File: config.mk
export PLATFORM = sky130hd
export DESIGN_NAME = hstep_seq
export DESIGN_NICKNAME = d
export VERILOG_FILES = /design/src/rtl/hstep_pkg.sv /design/src/rtl/hstep_decode.sv /design/src/rtl/hstep_next.sv /design/src/rtl/hstep_level.sv /design/src/rtl/hstep_seq.sv
export SDC_FILE = /design/constraint.sdc
export NUM_CORES = 1
export LEC_CHECK = 0
export ABC_AREA = 1
export ABC_CLOCK_PERIOD_IN_PS = 2600
export BUFFER_PORTS_ARGS = -buffer_cell sky130_fd_sc_hd__buf_2
export CAP_MARGIN = 25
export CORE_ASPECT_RATIO = 0.8
export CORE_MARGIN = 5
export CORE_UTILIZATION = 45
export CTS_CLUSTER_DIAMETER = 200
export DETAILED_ROUTE_END_ITERATION = 16
export HOLD_SLACK_MARGIN = 0.15
export PLACE_DENSITY = 0.7
export RECOVER_POWER = 25
export SLEW_MARGIN = 20
export SYNTH_ARGS = -nofsm -noshare
export SYNTH_HDL_FRONTEND = slang
export SYNTH_HIERARCHICAL = 1
export SYNTH_SLANG_ARGS = --single-unit
File: constraint.sdc
create_clock -name clk -period 2.6 [get_ports clk]
set_input_delay 0.26 -clock clk [delete_from_list [all_inputs] [get_ports clk]]
set_output_delay 0.26 -clock clk [all_outputs]
set_load 0.005 [all_outputs]
File: src/rtl/hstep_pkg.sv
package hstep_pkg;
    localparam int POS_W = 3;
    localparam int NBRIDGE = 2;

    typedef logic [1:0] lvl_t;
    localparam lvl_t LVL_FULL = 2'b00;
    localparam lvl_t LVL_TWO3 = 2'b01;
    localparam lvl_t LVL_ONE3 = 2'b10;
    localparam lvl_t LVL_OFF  = 2'b11;

    typedef struct packed {
        logic on;
        logic pol;
    } wind_t;
endpackage

File: src/rtl/hstep_decode.sv
module hstep_decode
    import hstep_pkg::*;
(
    input  logic [POS_W-1:0] pos_i,
    output wind_t            wa_o,
    output wind_t            wb_o
);
    // Winding A is off at 3 and 7, winding B at 1 and 5.
    always_comb begin
        wa_o.on  = (pos_i[1:0] != 2'b11);
        wa_o.pol = (pos_i <= POS_W'(2));
        wb_o.on  = (pos_i[1:0] != 2'b01);
        wb_o.pol = (pos_i == '0) || (pos_i >= POS_W'(6));
    end
endmodule

File: src/rtl/hstep_next.sv
module hstep_next
    import hstep_pkg::*;
(
    input  logic [POS_W-1:0] pos_i,
    input  logic             dir_i,
    input  logic             half_i,
    output logic [POS_W-1:0] tgt_o
);
    always_comb begin
        if (half_i) begin
            tgt_o = dir_i ? pos_i + POS_W'(1) : pos_i - POS_W'(1);
        end else if (dir_i) begin
            tgt_o = (pos_i | POS_W'(1)) + POS_W'(1);
        end else begin
            tgt_o = (pos_i - POS_W'(1)) & ~POS_W'(1);
        end
    end
endmodule

File: src/rtl/hstep_level.sv
module hstep_level
    import hstep_pkg::*;
(
    input  logic on_i,
    input  logic other_on_i,
    input  logic mask_i,
    input  logic hold_i,
    input  logic boost_i,
    output lvl_t lvl_o
);
    always_comb begin
        if (!on_i || mask_i) begin
            lvl_o = LVL_OFF;
        end else if (boost_i) begin
            lvl_o = LVL_FULL;
        end else if (hold_i) begin
            lvl_o = LVL_ONE3;
        end else if (other_on_i) begin
            lvl_o = LVL_TWO3;
        end else begin
            lvl_o = LVL_FULL;
        end
    end
endmodule

File: src/rtl/hstep_seq.sv
module hstep_seq
    import hstep_pkg::*;
#(
    parameter int DLY_W = 4
) (
    input  logic             clk,
    input  logic             rst_n,
    input  logic             step_i,
    input  logic             dir_i,
    input  logic             half_i,
    input  logic             hold_i,
    input  logic             boost_i,
    input  logic [DLY_W-1:0] decay_len_i,
    output logic             phase_a_o,
    output logic [1:0]       cur_a_o,
    output logic             phase_b_o,
    output logic [1:0]       cur_b_o,
    output logic             busy_o
);
    typedef struct packed {
        logic [POS_W-1:0]   pos;
        logic [NBRIDGE-1:0] ph;
        logic               busy;
        logic [DLY_W-1:0]   cnt;
        logic [POS_W-1:0]   pend;
        logic [NBRIDGE-1:0] mask;
    } st_t;

    st_t st_d, st_q;
    lvl_t lvl_d [NBRIDGE];
    lvl_t lvl_q [NBRIDGE];

    logic [POS_W-1:0] tgt_pos;
    wind_t wt_a, wt_b, wp_a, wp_b, wd_a, wd_b;
    wind_t wt [NBRIDGE];
    wind_t wp [NBRIDGE];
    logic [NBRIDGE-1:0] wd_on;
    logic [NBRIDGE-1:0] rev;

    hstep_next next_i (
        .pos_i (st_q.pos),
        .dir_i (dir_i),
        .half_i(half_i),
        .tgt_o (tgt_pos)
    );

    hstep_decode dec_tgt_i  (.pos_i(tgt_pos),   .wa_o(wt_a), .wb_o(wt_b));
    hstep_decode dec_pend_i (.pos_i(st_q.pend), .wa_o(wp_a), .wb_o(wp_b));
    hstep_decode dec_next_i (.pos_i(st_d.pos),  .wa_o(wd_a), .wb_o(wd_b));

    always_comb begin
        wt[0] = wt_a;
        wt[1] = wt_b;
        wp[0] = wp_a;
        wp[1] = wp_b;
        wd_on = {wd_b.on, wd_a.on};
        for (int i = 0; i < NBRIDGE; i++) begin
            rev[i] = wt[i].on && (wt[i].pol != st_q.ph[i]);
        end
    end

    // Next-state computation.
    always_comb begin
        st_d = st_q;
        if (st_q.busy) begin
            if (st_q.cnt == '0) begin
                st_d.pos  = st_q.pend;
                st_d.busy = 1'b0;
                st_d.mask = '0;
                for (int i = 0; i < NBRIDGE; i++) begin
                    st_d.ph[i] = wp[i].on ? wp[i].pol : st_q.ph[i];
                end
            end else begin
                st_d.cnt = st_q.cnt - DLY_W'(1);
            end
        end else if (step_i) begin
            if (rev != '0) begin
                st_d.busy = 1'b1;
                st_d.cnt  = (decay_len_i == '0) ? '0 : decay_len_i - DLY_W'(1);
                st_d.pend = tgt_pos;
                st_d.mask = rev;
            end else begin
                st_d.pos = tgt_pos;
                for (int i = 0; i < NBRIDGE; i++) begin
                    st_d.ph[i] = wt[i].on ? wt[i].pol : st_q.ph[i];
                end
            end
        end
    end

    for (genvar g = 0; g < NBRIDGE; g++) begin : g_lvl
        hstep_level level_i (
            .on_i      (wd_on[g]),
            .other_on_i(wd_on[NBRIDGE-1-g]),
            .mask_i    (st_d.mask[g]),
            .hold_i    (hold_i),
            .boost_i   (boost_i),
            .lvl_o     (lvl_d[g])
        );
    end

    always_ff @(posedge clk) begin
        if (!rst_n) begin
            st_q.pos  <= '0;
            st_q.ph   <= '1;
            st_q.busy <= 1'b0;
            st_q.cnt  <= '0;
            st_q.pend <= '0;
            st_q.mask <= '0;
            for (int i = 0; i < NBRIDGE; i++) begin
                lvl_q[i] <= LVL_TWO3;
            end
        end else begin
            st_q <= st_d;
            for (int i = 0; i < NBRIDGE; i++) begin
                lvl_q[i] <= lvl_d[i];
            end
        end
    end

    assign phase_a_o = st_q.ph[0];
    assign phase_b_o = st_q.ph[1];
    assign cur_a_o   = lvl_q[0];
    assign cur_b_o   = lvl_q[1];
    assign busy_o    = st_q.busy;
endmodule

; ---- Word level (Yosys, flattened, before mapping)
; Memories as Yosys holds them, arrays and structs flattened.
; Index checks and enable logic that the tools add are counted.
[op_classes]
shifts = 0
n_eq_ne = 13
mul = 0
div = 0
bitwise_logic = 3
n_mux = 28
n_reduce_logical = 22
addsub = 5
n_lt_le_gt_ge = 4
[op_table]
columns = operator, count
row1 = two-way mux 10 bit, 2
row2 = two-way mux 2 bit, 10
row3 = two-way mux 15 bit, 1
row4 = != test 2 x 1 -> 1 bit (second input constant), 6
row5 = != test 2 bit (second input constant), 5
row6 = AND reduction 5 bit, 2
row7 = nonzero test 2 bit, 5
row8 = two-way mux 3 bit, 3
row9 = AND reduction 3 bit, 3
row10 = logical NOT 4 bit, 2
row11 = two-way mux 1 bit, 8
row12 = two-way mux 4 bit, 2
row13 = subtractor 4 x 1 -> 4 bit (second input constant), 2
row14 = adder 3 x 1 -> 3 bit (second input constant), 2
row15 = greater-or-equal comparator 3 bit (second input constant), 2
row16 = less-or-equal comparator 3 x 2 -> 1 bit (second input constant), 2
row17 = logical NOT 3 bit, 2
row18 = two-way mux 6 bit, 1
row19 = two-way mux 5 bit, 1
row20 = logical OR 1 bit, 4
row21 = subtractor 3 x 1 -> 3 bit (second input constant), 1
row22 = logical AND 1 bit, 2
row23 = logical NOT 1 bit, 2
row24 = != test 1 bit, 2
row25 = other kinds (2), 3
[totals]
regBits = 15
elab_cells = 84
romBits = 0
ram_bits = 4
latch_bits = 0
n_memories = 1
[mem_list]
columns = name, words, width, read_ports, rd_ports_with_merged_regs, wr, line_no
row1 = lvl_q, 2, 2, 2, 0, 2, hstep_seq.sv:31  ; lvl_t lvl_q [NBRIDGE];

; ---- Logic depth before layout (Yosys ltp)
; Gate-level depths: netlist of the first run.
[depth]
ltp_word = 17
depth_mapped = 26
mapped_depth_nobuf = 26

; ---- Cells and area by module
; Netlist of the first run, hierarchy kept.
[by_module_without_submodules]
columns = mod, cells_each, area_per_inst_um2, instances, seq_area_each_um2
row1 = hstep_seq, 170, 1099.8, 1, 380.4
row2 = hstep_next, 30, 137.6, 1, 0.0
row3 = hstep_decode, 9, 35.0, 3, 0.0
row4 = hstep_level, 8, 32.5, 2, 0.0

; ---- Worst setup path after synthesis of the first run
; OpenSTA, ideal clock, no wires.
[synth_timing]
path_kind = register -> register
from = register st_q[13] (netlist name)
to = memory lvl_q[0][2] (netlist name)
path_buffers = 0
path_stages_with_launch = 21
setup_ns = 0.123
arrival_ns = 2.433
slack_ns = 0.043
required_ns = 2.477
path_cell_list = dfxtp_1 -> inv_1 -> ha_1 -> nand2_1 -> a22oi_1 -> nor2_1 -> nand2_1 -> nand2_1 -> inv_1 -> nand2_1 -> nand3_2 -> nand3_1 -> nand2_1 -> nand3_1 -> nand2_1 -> inv_1 -> nand2_1 -> inv_1 -> nor2_2 -> nand2_1 -> or2_2
[synth_rtl]
columns = element, line_no
row1 = from (decl), hstep_seq.sv:29  ; st_t st_d, st_q;
row2 = from (signal assigned), hstep_seq.sv:114  ; st_q <= st_d;
row3 = to (decl), hstep_seq.sv:31

==> impl_metrics.yaml, run 1 <==
status:
  status: "completed"
global_route:
  grt_use_total_pct: 15.8
  grt_pass1_vias: 1205
  gr-total-overflow: 0
  grt_max_degree: 17
  grt_pass1_wl_mm: 5.21
  antenna_found_initial: 0
worst_setup_path:
  worstPathArrival_ns: 2.63
  rr_endpoint: "lvl_q[0][2]"
  rr_worst_depth: 25
  path_buf_inv: 6
  cp_common_cell: "nand2_1"
  critical_path_class: "flip-flop to flip-flop"
  cp.required_ns: 2.76
  reg2reg_slack_ns: 0.13
  r2r-start: "st_q[12]"
  slowest_delay_ns: 0.37
  crit_fanout: 4
  path_delay_family: "simple AND/OR/NAND/NOR gates"
  crit_path_start_kind: "flip-flop"
  crit_slowest_cell: "dfxtp_4"
  cp-end-kind: "flip-flop"
clock_tree:
  clk_latency_ns: 0.27
  cts_max_level: 1
  numCtsBuffers: 3
  path_clk_slew_ns: 0.08
  cts.sinks: 19
  cts_tree: "built"
  clk_path_buf_depth: 2
  root_buffer: "clkbuf_8"
place:
  place_ws_ns: -0.0284
  gp_congestion: 0.856
  hpwlAfterDp_mm: 2.39
  dpl_cell_area_um2: 1550
  port_buffers: 17
  place_inst: 297
power:
  leakage_uw: 0.000902
  p_sw_uw: 956
  combPwrFrac_pct: 61.1
  pwr-share-seq_pct: 27.7
  pwr-share-clk_pct: 11.2
  power_uw: 1960
  ir_drop_mv: 0.638
  p_sw_share_pct: 48.7
  power.density_nw_per_um2: 1150
  p_int_uw: 1010
die:
  initial_core_util_pct: 45.7
  die-area_um2: 4280
  core_um2: 3020
  rows: 18
  die_y_um: 59.5
  ios: 18
  die_w_um: 71.9
routing:
  viasPerCell: 4.74
  routed_wirelength_mm: 3.20
  num_vias: 1446
  initialDrtViolationCount: 82
  drc: 0
  routedWlPerCell_um: 10.5
  drt_pass1_iterations: 4
  final_antenna_net_count: 0
logic_synthesis:
  syn_area_um2: 1380
  syn_inst: 236
  synth_nets: 252
  ys_warn_count: 6
  avgSynthCellArea_um2: 5.85
min_path:
  hold_class: "input pin to flip-flop"
  hold_start: "rst_n"
  hold_depth: 2
  min_to: "phase_b_o"
timing:
  max_slew_margin_pct: 75.9
  fin_crit_ns: 2.47
  finalHoldViolCount: 0
  slew_violations: 0
  grt_setup_unrepaired: "yes"
  setup_ws_ns: 0.129
  setup_viol: 0
  fin_skew_ns: 0.00607
  fin_crit_sh_pct: 95.0
  fmax_ghz: 0.405
  max_slew.worst_pin.slew_ns: 0.360
job:
  drv_cap: 0
cells_and_area:
  drive_gt1_share_pct: 22.3
  nets: 282
  fillCellCount: 313
  areaGrowthSynthToFinish_pct: 23.1
  multi_input_area_um2: 906
  num_antenna_cells: 0
  layout.cells.non_filler: 305
  regArea_um2: 388
  stdcell_area_um2: 1700
timing repair:
| action | CTS | global route |
|---|---|---|
| endpoints found under the setup margin | 2 | 8 |
| hold buffers | 0 | 0 |
| gates resized for setup | 1 | 22 |
| setup buffers | 0 | 4 |
| pin swaps | 0 | 11 |
per-layer routing:
metal	GRT usage, %	vias up	wire (µm)
li1	-	801	-
met3	4.24	6	127
met1	22.0	614	1670
met4	6.43	0	48
met2	22.9	25	1350
met5	0	-	0
registers in the layout, indices dropped and copies added, names as in the netlist:
register and count:
st_q 12, phase_b_o 1, lvl_q 4, busy_o 1, phase_a_o 1
cell type report:
type / count / area share (%)
timing repair buffer: 27 / 9.13
multi-input combinational: 174 / 53.3
inverter: 41 / 9.06
sequential: 19 / 22.8
clock buffer: 3 / 2.43
tap: 40 / 2.95
clock inverter: 1 / 0.295
worst max path at each step:
stage / cells past startpoint / start / end
floorplan: 20 / st_q[13] / lvl_q[0][2]
global placement: 18 / st_q[13] / lvl_q[0][0]
detailed placement: 20 / st_q[13] / lvl_q[0][2]
CTS: 20 / st_q[13] / lvl_q[0][2]
global route: 25 / st_q[13] / lvl_q[0][2]
finish: 25 / st_q[12] / lvl_q[0][2]
power groups by stage:
stage,Sequential (µW),Clock [µW],Combinational [µW]
global placement,544,0,1070
global route,566,238,1370
finish,544,220,1200
CTS,538,223,1080
floorplan,525,0,809
detailed placement,543,0,1070
worst reg2reg max path, cell delays in order (launching register included):
cell,delay [ns]
dfxtp_4,0.37
inv_2,0.05
ha_4,0.15
inv_1,0.04
nand2_1,0.04
nand2_1,0.06
nand2_1,0.06
nand2_1,0.06
nand2_1,0.05
nand2_2,0.10
inv_1,0.05
nand2_1,0.07
nand2_2,0.07
inv_1,0.07
nand2_2,0.08
nand3_4,0.11
nand3_4,0.09
nand2_2,0.08
nand3_2,0.07
nand2_2,0.08
inv_1,0.05
nand2_2,0.06
inv_1,0.04
nor2_2,0.11
nand2_1,0.05
or2_2,0.28
placed cells by master, fill, tap and decap left out, types with 5 or more instances in the layout:
cell type   n
a21oi_1    18
dfxtp_1    17
nor2_1     14
inv_1      36
inv_2       5
buf_4      10
nand3_1    17
nand2_2    11
nand2_1    76
buf_2      13
stage by stage:
step / hold slack (ns) / setup TNS, ns / utilization [%]
3_3_place_gp: 0.480 / -0.0501 / 51.4
2_1_floorplan: 0.345 / 0 / -
4_1_cts: 0.262 / 0 / 53.1
6_report: 0.258 / 0 / 56.3
5_1_grt: 0.278 / -0.0878 / 56.3
3_5_place_dp: 0.480 / -0.0394 / 51.4
(Power assumes the default switching activity.)
==> run 2, diff against run 1 <==
--- a/config.mk
+++ b/config.mk
@@ -6,7 +6,7 @@
 export NUM_CORES = 1
 export LEC_CHECK = 0
 export ABC_AREA = 1
-export ABC_CLOCK_PERIOD_IN_PS = 2600
+export ABC_CLOCK_PERIOD_IN_PS = 2580
 export BUFFER_PORTS_ARGS = -buffer_cell sky130_fd_sc_hd__buf_2
 export CAP_MARGIN = 25
 export CORE_ASPECT_RATIO = 0.8
@@ -15,7 +15,7 @@
 export CTS_CLUSTER_DIAMETER = 200
 export DETAILED_ROUTE_END_ITERATION = 16
 export HOLD_SLACK_MARGIN = 0.15
-export PLACE_DENSITY = 0.7
+export PLACE_DENSITY = 0.68
 export RECOVER_POWER = 25
 export SLEW_MARGIN = 20
 export SYNTH_ARGS = -nofsm -noshare
==> constraint.sdc (replaced) <==
create_clock -name clk -period 2.58 [get_ports clk]
set_input_delay 0.258 -clock clk [delete_from_list [all_inputs] [get_ports clk]]
set_output_delay 0.258 -clock clk [all_outputs]
set_load 0.005 [all_outputs]
==> run 2 against run 1 <==
Sequential power grew 2%. Sequential share of layout area decreased by 0.84 points. Power is 4.9% higher. Fmax increased by 1.5%. Critical endpoint unchanged.
==> impl_metrics.yaml, run 2 (same netlist as run 1, synthesis figures left out) <==
timing:
  finalHoldViolCount: 0
  max_slew.worst_pin.slew_ns: 0.419
  setup_viol: 0
  setup_ws_ns: 0.145
  max_slew_margin_pct: 71.9
  fin_skew_ns: 0.00332
  fin_crit_sh_pct: 94.4
  slew_violations: 0
  fin_crit_ns: 2.43
  fmax_ghz: 0.411
  tns_ns: 0
routing:
  num_vias: 1479
  drt_pass1_iterations: 4
  routed_wirelength_mm: 3.37
  viasPerCell: 4.80
  drc: 0
  initialDrtViolationCount: 106
  final_antenna_net_count: 0
  routedWlPerCell_um: 11.0
global_route:
  grt_max_degree: 17
  grt_pass1_wl_mm: 5.81
  antenna_found_initial: 0
  grt_use_total_pct: 17.1
  grt_pass1_vias: 1295
  gr-total-overflow: 0
die:
  initial_core_util_pct: 45.7
  rows: 18
  core_um2: 3020
  die_w_um: 71.9
  die_y_um: 59.5
  die-area_um2: 4280
  ios: 18
min_path:
  hold_class: "input pin to flip-flop"
worst_setup_path:
  worstPathArrival_ns: 2.59
  slowest_delay_ns: 0.37
  crit_slowest_cell: "dfxtp_4"
  cp_common_cell: "nand2_1"
  reg2reg_slack_ns: 0.15
  critical_path_class: "flip-flop to flip-flop"
  path_buf_inv: 3
  crit_fanout: 5
  cp.required_ns: 2.74
  crit_path_start_kind: "flip-flop"
  cp-end-kind: "flip-flop"
  path_delay_family: "simple AND/OR/NAND/NOR gates"
  cp_cell_sequence: "inv_2 > ha_4 > nand2_1 > a22oi_2 > buf_4 > a21oi_4 > nand2_1 > nand3_4 > buf_4 > o21ai_0 > nand2_1 > nand2_1 > nand2_2 > nor2_4 > nand2_1 > or2_4"
power:
  power_uw: 2060
  combPwrFrac_pct: 62.5
  ir_drop_mv: 0.655
  p_int_uw: 1050
  pwr-share-clk_pct: 10.5
  leakage_uw: 0.000915
  power.density_nw_per_um2: 1170
  p_sw_share_pct: 48.9
  p_sw_uw: 1010
  pwr-share-seq_pct: 27.0
cells_and_area:
  areaGrowthSynthToFinish_pct: 27.8
  final_common_cell: "nand2_1"
  largest_reg_flops: 12
  largest-register: "st_q"
  reg.largest.list: "st_q (12), lvl_q (4)"
  drive_gt1_share_pct: 26.9
  final_cell_mix: "nand2_1 (71), inv_1 (31), a21oi_1 (18), nand3_1 (17), dfxtp_1 (17)"
  fin_util_pct: 58.5
  num_antenna_cells: 0
  nets: 285
clock_tree:
  cts_max_level: 1
  clk_latency_ns: 0.26
  cts.sinks: 19
  holdBufCountCts: 0
  path_clk_slew_ns: 0.08
  clk_path_buf_depth: 2
  numCtsBuffers: 3
  root_buffer: "clkbuf_8"
  cts_tree: "built"
status:
  status: "completed"
place:
  place_ws_ns: -0.0391
  port_buffers: 17
  hpwlAfterDp_mm: 2.50
  gp_congestion: 0.827
job:
  drv_cap: 0
run 2: cell types whose count changed in the layout (fill, tap and decap cells not counted), moves of 2 or more:
| cell | before | now |
|---|---|---|
| buf_4 | 10 | 13 |
| nand2_2 | 11 | 16 |
| or2_2 | 2 | 0 |
| inv_2 | 5 | 9 |
| or2_4 | 0 | 2 |
| nand2_1 | 76 | 71 |
| inv_1 | 36 | 31 |
run 2: layout make-up:
cell class                 instances  area [µm²]
clock buffer                       3        41.3
clock inverter                     1        7.51
fill                             325        1250
inverter                          41         156
multi-input combinational        174         943
sequential                        19         388
tap                               40        50.0
timing repair buffer              30         178
run 2: stage by stage:
step                      cell area (µm²)  hold WS [ns]  instances
final                                1760         0.284        308
after floorplan                      1380         0.343        236
after global placement               1570         0.476        299
after CTS                            1630         0.287        303
after global routing                 1760         0.296        308
after detailed placement             1570         0.480        299
run 2: repair_timing:
| item | 4_1_cts | 5_1_grt |
|---|---|---|
| buffers inserted | 0 | 5 |
| endpoints found under the setup margin | 2 | 6 |
| gates resized for setup | 5 | 33 |
| pin swaps | 0 | 12 |
run 2: per-layer routing:
metal	routed length, µm	vias to the layer above	global-route usage [%]	part of all wire, %
li1	-	807	-	-
met1	1710	635	24.2	51
met2	1460	33	26.6	43
met3	163	4	3.90	4.8
met4	41	0	3.75	1.2
met5	0	-	0	0
run 2: path summary, 6_finish.rpt:
kind	start	to	cells after the start
setup / recovery	st_q[12]	lvl_q[0][2]	16
hold / removal	rst_n	phase_b_o	2
setup reg to reg	st_q[12]	lvl_q[0][2]	16
hold reg to reg	st_q[5]	st_q[5]	2
run 2: power by group through the flow:
stage / sequential [µW] / combinational [µW] / clock [µW]
6_report: 555 / 1290 / 217
4_1_cts: 547 / 1100 / 224
3_3_place_gp: 551 / 1080 / 0
3_5_place_dp: 551 / 1090 / 0
5_1_grt: 576 / 1480 / 237
2_1_floorplan: 529 / 815 / 0
